<file path="config.mk">
export PLATFORM = sky130hd
export DESIGN_NAME = sysreg_bank
export DESIGN_NICKNAME = d
export VERILOG_FILES = /design/src/rtl/sysreg_pkg.sv /design/src/rtl/sysreg_word.sv /design/src/rtl/sysreg_decode.sv /design/src/rtl/sysreg_rdmux.sv /design/src/rtl/sysreg_bank.sv
export SDC_FILE = /design/constraint.sdc
export NUM_CORES = 1
export LEC_CHECK = 0
export BUFFER_PORTS_ARGS = -buffer_cell sky130_fd_sc_hd__buf_2
export CORE_UTILIZATION = 50
export DETAILED_ROUTE_END_ITERATION = 12
export GPL_ROUTABILITY_DRIVEN = 0
export PLACE_DENSITY = 0.79
export SYNTH_ARGS = -nofsm -noshare
export SYNTH_HDL_FRONTEND = slang
export SYNTH_SLANG_ARGS = --single-unit
</file>
<file path="constraint.sdc">
create_clock -name clk -period 1.8 [get_ports clk]
set_clock_uncertainty 0.2 [all_clocks]
set_input_delay 0.18 -clock clk [delete_from_list [all_inputs] [get_ports clk]]
set_output_delay 0.18 -clock clk [all_outputs]
set_load 0.005 [all_outputs]
</file>
<file path="src/rtl/sysreg_pkg.sv">
package sysreg_pkg;
  localparam int WORD_W   = 32;
  localparam int NUM_REGS = 11;
  localparam int IDX_W    = 4;
  localparam int SEL_W    = 16;
  localparam int NUM_SEL  = 4;
  localparam int SEL_BASE = 2;
  localparam int CFG2_IDX = 7;
  localparam int FLAG_BIT = 8;

  typedef logic [WORD_W-1:0] word_t;

  // Per-bit rule masks; the masks are disjoint, and any bit set in none is reserved.
  typedef struct packed {
    word_t rw;
    word_t set1;
    word_t clr0;
    word_t w1c;
    word_t init;
  } policy_t;

  function automatic policy_t policy_of(input int idx);
    policy_t p;
    p = '0;
    case (idx)
      0:          p.rw = 32'h0000_0107;
      1: begin
        p.rw   = 32'hFCFF_0100;
        p.clr0 = 32'h0000_0001;
        p.init = 32'h7C00_0001;
      end
      2, 3, 4, 5: p.rw = 32'h0000_FFFF;
      7: begin
        p.set1 = 32'h0000_000F;
        p.w1c  = 32'h0000_0100;
      end
      8, 10:      p.set1 = 32'hFFFF_FFFF;
      9:          p.rw = 32'h0000_00FF;
      default:    p = '0;
    endcase
    return p;
  endfunction
endpackage

</file>
<file path="src/rtl/sysreg_word.sv">
module sysreg_word
  import sysreg_pkg::*;
#(
  parameter policy_t POL = '0
) (
  input  logic  clk,
  input  logic  rst,
  input  logic  we,
  input  word_t wdata,
  input  word_t hw_set,
  output word_t q
);
  word_t ones_in, keep, nxt;

  always_comb begin
    ones_in = we ? wdata : '0;
    keep    = we ? wdata : '1;
    nxt     = ((we ? wdata : q) & POL.rw)
            | ((q | ones_in) & POL.set1)
            | (q & keep & POL.clr0)
            | (((q & ~ones_in) | hw_set) & POL.w1c);
  end

  always_ff @(posedge clk) begin
    if (rst) q <= POL.init;
    else     q <= nxt;
  end
endmodule

</file>
<file path="src/rtl/sysreg_decode.sv">
module sysreg_decode #(
  parameter int IDX_W    = 4,
  parameter int NUM_REGS = 11
) (
  input  logic                bus_wr,
  input  logic                bus_rd,
  input  logic [IDX_W-1:0]    bus_idx,
  output logic [NUM_REGS-1:0] wr_hit,
  output logic                bad_access
);
  logic idx_ok;
  assign idx_ok     = (bus_idx < IDX_W'(NUM_REGS));
  assign bad_access = (bus_wr | bus_rd) & ~idx_ok;

  for (genvar i = 0; i < NUM_REGS; i++) begin : g_hit
    assign wr_hit[i] = bus_wr & (bus_idx == IDX_W'(i));
  end
endmodule

</file>
<file path="src/rtl/sysreg_rdmux.sv">
module sysreg_rdmux #(
  parameter int IDX_W    = 4,
  parameter int NUM_REGS = 11,
  parameter int WORD_W   = 32
) (
  input  logic [NUM_REGS-1:0][WORD_W-1:0] words,
  input  logic [IDX_W-1:0]                idx,
  output logic [WORD_W-1:0]               rd_word
);
  always_comb begin
    rd_word = '0;
    for (int i = 0; i < NUM_REGS; i++) begin
      if (idx == IDX_W'(i)) rd_word = words[i];
    end
  end
endmodule

</file>
<file path="src/rtl/sysreg_bank.sv">
module sysreg_bank #(
  parameter int IDX_W   = sysreg_pkg::IDX_W,
  parameter int SEL_W   = sysreg_pkg::SEL_W,
  parameter int NUM_SEL = sysreg_pkg::NUM_SEL
) (
  input  logic                     clk,
  input  logic                     rst,
  input  logic                     bus_wr,
  input  logic                     bus_rd,
  input  logic [IDX_W-1:0]         bus_idx,
  input  logic [31:0]              bus_wdata,
  input  logic                     flag_set,
  output logic [31:0]              bus_rdata,
  output logic                     bus_rvalid,
  output logic                     bus_err,
  output logic [NUM_SEL*SEL_W-1:0] src_sel
);
  import sysreg_pkg::*;

  localparam int NREG = NUM_REGS;

  logic [NREG-1:0]             wr_hit;
  logic                        bad_access;
  logic [NREG-1:0][WORD_W-1:0] regs;
  word_t                       rd_word;
  word_t                       flag_vec;

  assign flag_vec = word_t'(flag_set) << FLAG_BIT;

  sysreg_decode #(.IDX_W(IDX_W), .NUM_REGS(NREG)) u_dec (
    .bus_wr     (bus_wr),
    .bus_rd     (bus_rd),
    .bus_idx    (bus_idx),
    .wr_hit     (wr_hit),
    .bad_access (bad_access)
  );

  for (genvar i = 0; i < NREG; i++) begin : g_reg
    localparam policy_t P = policy_of(i);
    word_t hw_in;
    if (i == CFG2_IDX) begin : g_flag
      assign hw_in = flag_vec;
    end else begin : g_noflag
      assign hw_in = '0;
    end
    sysreg_word #(.POL(P)) u_word (
      .clk    (clk),
      .rst    (rst),
      .we     (wr_hit[i]),
      .wdata  (bus_wdata),
      .hw_set (hw_in),
      .q      (regs[i])
    );
  end

  sysreg_rdmux #(.IDX_W(IDX_W), .NUM_REGS(NREG), .WORD_W(WORD_W)) u_mux (
    .words   (regs),
    .idx     (bus_idx),
    .rd_word (rd_word)
  );

  always_ff @(posedge clk) begin
    if (rst) begin
      bus_rdata  <= '0;
      bus_rvalid <= 1'b0;
      bus_err    <= 1'b0;
    end else begin
      bus_rvalid <= bus_rd;
      bus_err    <= bad_access;
      if (bus_rd) bus_rdata <= rd_word;
    end
  end

  for (genvar k = 0; k < NUM_SEL; k++) begin : g_sel
    assign src_sel[k*SEL_W +: SEL_W] = regs[SEL_BASE+k][SEL_W-1:0];
  end
endmodule

</file>
# Word level (Yosys, flattened, before mapping)
# Index checks and enable logic that the tools add are counted.
# classes
magnitude_cmp,1
n_eq_ne,10
mux,16
n_bitwise,22
reduce_logical,1
# op_table
op,n
$mux W32,14
$or A32 B32 Y32,2
$or A32 B1 Y32,1
$eq A4 B3 Y1 const B,4
$and A1 B1 Y1,12
$eq A4 B4 Y1 const B,3
$and A9 B9 Y9,1
$mux W9,1
$not A9 Y9,1
$or A4 B9 Y9,1
$or A9 B9 Y9,1
$eq A4 B2 Y1 const B,2
$eq A4 B1 Y1 const B,1
$logic_not A4 Y1,1
$lt A4 B4 Y1 const B,1
$or A4 B4 Y4,1
$mux W1,1
$not A1 Y1,1
$or A1 B1 Y1,1
# totals
register_bits,331
input_bits,41
out_inout_bits,98
wordCells,69

# Longest topological paths before layout
# depth
depth_word,12
mapped_depth,8
depth_no_buf,4

# Hierarchy
# A second synthesis with hierarchy kept.
# hier_totals
cells_unflattened,1371
area_unflattened_um2,11531.1
# by_module_without_submodules
module,instances,cells_per_inst,area_each_um2,seq_area_each_um2
sysreg_rdmux,1,523,3298.2,0.0
sysreg_word (g_reg[2].u_word ...),4,69,704.4,320.3
sysreg_word (g_reg[10].u_word ...),2,102,969.7,640.6
sysreg_bank,1,109,1226.2,680.7
sysreg_word (g_reg[1].u_word),1,69,714.4,320.3
sysreg_word (g_reg[9].u_word),1,51,469.2,160.2
sysreg_word (g_reg[7].u_word),1,44,364.1,100.1
sysreg_word (g_reg[0].u_word),1,42,354.1,80.1
sysreg_word (g_reg[6].u_word),1,33,244.0,0.0
sysreg_decode,1,20,103.8,0.0

# Worst setup path after synthesis
# OpenSTA, ideal clock, no wires.
# synth_path
kind,in2reg
start,input port bus_idx[1]
end,register g_reg[4].u_word.q[10]
setup_ps,132
arrival_time_ps,1513
required_ps,1468
slack_ps,-45
stages,8
path_buffers,4
cell_sequence,buf_6 -> or3b_1 -> buf_6 -> or3b_1 -> buf_6 -> buf_6 -> nand2_1 -> a21oi_1
# synth_via
elab_chain_len,2
# synth_rtl
item,line_no,text
from (decl),sysreg_bank.sv:10,"input logic [IDX_W-1:0] bus_idx,"
$eq A4 B3 Y1,sysreg_decode.sv:16,assign wr_hit[i] = bus_wr & (bus_idx == IDX_W'(i));
$and A1 B1 Y1,sysreg_decode.sv:16,
to (signal assigned),sysreg_word.sv:25,if (rst) q <= POL.init;
to (signal assigned),sysreg_word.sv:26,else q <= nxt;
to (decl),sysreg_word.sv:11,output word_t q
# No other way between the ends.
# A chain may end at the register's enable or synchronous reset.

# Worst setup path in the final report
# layout_path
start,input port bus_wr
end,register g_reg[3].u_word.q[14]
# layout_via
elab_chain_len,1
# layout_rtl
item,line_no,text
from (decl),sysreg_bank.sv:8,"input logic bus_wr,"
$and A1 B1 Y1,sysreg_decode.sv:16,
to (signal assigned),sysreg_word.sv:25,
to (signal assigned),sysreg_word.sv:26,
to (decl),sysreg_word.sv:11,
# No other way between the ends.

==> impl_metrics.tcl <==
set metrics [dict create \
    portBuffers 138 \
    cts_root_buffer "clkbuf_16" \
    period_share_pct 94.0 \
    synthCells 906 \
    worstPathRequired_ns 1.96 \
    routed-via-count 7373 \
    cts_buffer_depth 2 \
    cts.clk_slew.worst_paths_ns 0.07 \
    crit_slowest_cell "dlygate4sd3_1" \
    hpwl_mm 15.5 \
    h-tree-depth 4 \
    antenna_cells 0 \
    synth_top_family_by_area "simple AND/OR/NAND/NOR gates" \
    synth_edf_count 0 \
    max_freq_ghz 0.591 \
    dp.cells 1240 \
    cts_tree "built" \
    die-area_mm2 0.0161 \
    synth_fp_nets 947 \
    synth-seq-area-share_pct 49.9 \
    fin_cells 1309 \
    post_cts_buffers 0 \
    ys_types 59 \
    layout_common_cells "dfxtp_1, nand2_1, buf_2" \
    synthXorXnorAreaFrac_pct 0 \
    die_x_um 127 \
    status "completed" \
    area_delta_synth_final_pct 28.2 \
    numCtsBuffers 17 \
    wl_per_cell_um 17.7 \
    synth_area_mm2 0.00782 \
    period_needed_ns 1.69 \
    pre_cts_slack_ns -0.126 \
    async_flop_share_pct 0 \
    synthMuxAreaShare_pct 7.07 \
    ant_nets 0 \
    synth_compound_area_share_pct 18.5 \
    ir_drop_mv 0.694 \
    nets 1126 \
    cp-start-kind "primary input" \
    start_util_pct 51.3 \
    layout_commonest_cell "dfxtp_1" \
    synth_ff_type "dfxtp_1" \
    grt_pass1_vias 6968 \
    clk_latency_ns 0.44 \
    grt_pass1_wl_mm 36.6 \
    use_met1_pct 38.4 \
    critPathArrivalTime_ns 1.85 \
    crit_path_max_fanout 16 \
    drive_above_1_share_pct 23.2 \
    finalHoldViolCount 0 \
    slew_violations 0 \
    vias_per_cell 5.63 \
    grt_overflow 0 \
    cp_cell_sequence "dlygate4sd3_1 -> clkbuf_4 -> nand3_1 -> nor3_2 -> buf_12 -> nand2_1 -> a21oi_1" \
    grt_max_degree 77 \
    timing.final.ws_setup_ns 0.109 \
    core_mm2 0.0153 \
    postSynthAreaPerCell_um2 8.63 \
    grtUsageMet2_pct 46.7 \
    cpPeakStageDelay_ns 0.53 \
    groute.usage.overall_pct 29.3 \
    io_pins 139 \
    synth_fa_ha_area_share_pct 0 \
    routed_wl_mm 23.2 \
    power_density_mw_per_mm2 899 \
    synth.yosys.warnings 0 \
    setup_viol 0 \
    grt_use_met3_pct 6.70 \
    rows 45 \
    drv_cap 0 \
    hold_class "in2reg" \
    first_pass_iters 6 \
    drcViolationCount 0 \
    drtIter0Drc 598 \
    synthSimpleGateAreaFrac_pct 19.2 \
    crit_type "in2reg" \
    clkSinkCount 195 \
    tightest_slew_ns 0.413 \
    end_kind "register" \
    p_leak_nw 4.25 \
    rsz0062_at_grt "no" \
    relSlewSlack_pct 71.8 \
    die_h_um 127 \
    ys_ff_latch 195 \
    grt_antenna_before_repair 1 \
    grt-busiest-layer "met2" \
]
==> state kept, by name (all words and copies together) (netlist names) <==
name and count:
bus_err 1, g.u_word.q 161, bus_rdata 32, bus_rvalid 1
==> critical path: cells and delay by family <==
family	cells	cell delay (ns)
buf+inv	3	0.99
simple gates	3	0.49
compound gates	1	0.18
==> synthesized netlist by cell type (all sizes together) (6+ instances only) <==
library cell / count / area (um2)
a311oi: 16 / 140
inv: 6 / 22.5
nand2: 153 / 574
nor3: 8 / 45.0
a22oi: 23 / 173
a21oi: 133 / 666
nor2b: 8 / 50.1
o21ai: 12 / 60.1
a222oi: 7 / 70.1
o22ai: 8 / 50.1
mux2: 8 / 90.1
mux2i: 44 / 440
buf: 33 / 215
o2bb2ai: 6 / 52.6
o211a: 7 / 70.1
dfxtp: 195 / 3900
clkbuf: 46 / 174
nor2: 135 / 507
==> cells by family (layout without fill, tap and decap cells) <==
family | count (synthesis) | count (layout)
buffers and inverters | 85 | 277
multiplexers | 53 | 53
AND/OR/NAND/NOR | 341 | 341
flip-flops | 195 | 195
AO/OA/AOI/OAI | 232 | 232
==> cell type report <==
type	count	area (um2)
Clock buffer	17	425
Multi-Input combinational cell	626	3520
Sequential cell	195	3900
Inverter	6	22.5
Tap cell	211	264
Timing Repair Buffer	239	1730
Fill cell	1236	5230
Clock inverter	15	164
==> metrics by stage <==
step                      total power, mW  utilization [%]  hold slack, ns  instance area, um2  setup TNS, ns
after floorplan                      4.92                -          0.0875                7850         -0.407
after global placement               5.23             59.4           0.228                9060         -0.731
after detailed placement             5.24             59.4           0.242                9060          -3.20
after CTS                            9.02             65.7          0.0528               10000              0
after global routing                 9.29             65.7          0.0813               10000              0
final                                9.02             65.7          0.0668               10000              0
==> layer usage <==
| metal | vias to the layer above | wire length [um] |
|---|---|---|
| met2 | 332 | 10700 |
| met5 | - | 0 |
| met1 | 3494 | 10000 |
| met4 | 0 | 640 |
| li1 | 3491 | - |
| met3 | 56 | 1830 |
==> power by group <==
part,switching [mW],internal (mW)
clock,1.82,1.98
combinational,0.434,0.342
sequential,0.0528,4.40
==> repair_timing <==
action	4_1_cts	5_1_grt
gates resized for setup	0	1
hold buffers	37	0
hold endpoints to repair	167	0
setup endpoints to repair	0	1
==> worst paths after layout <==
path         cells after the start                     to  slack, ns                 start
max                              7  g_reg[3].u_word.q[14]       0.11                bus_wr
min                              4                bus_err       0.07            bus_idx[2]
max reg2reg                      4           bus_rdata[0]       0.26  g_reg[3].u_word.q[0]
min reg2reg                      2           bus_rdata[6]       0.26          bus_rdata[6]
(Power assumes the default switching activity.)
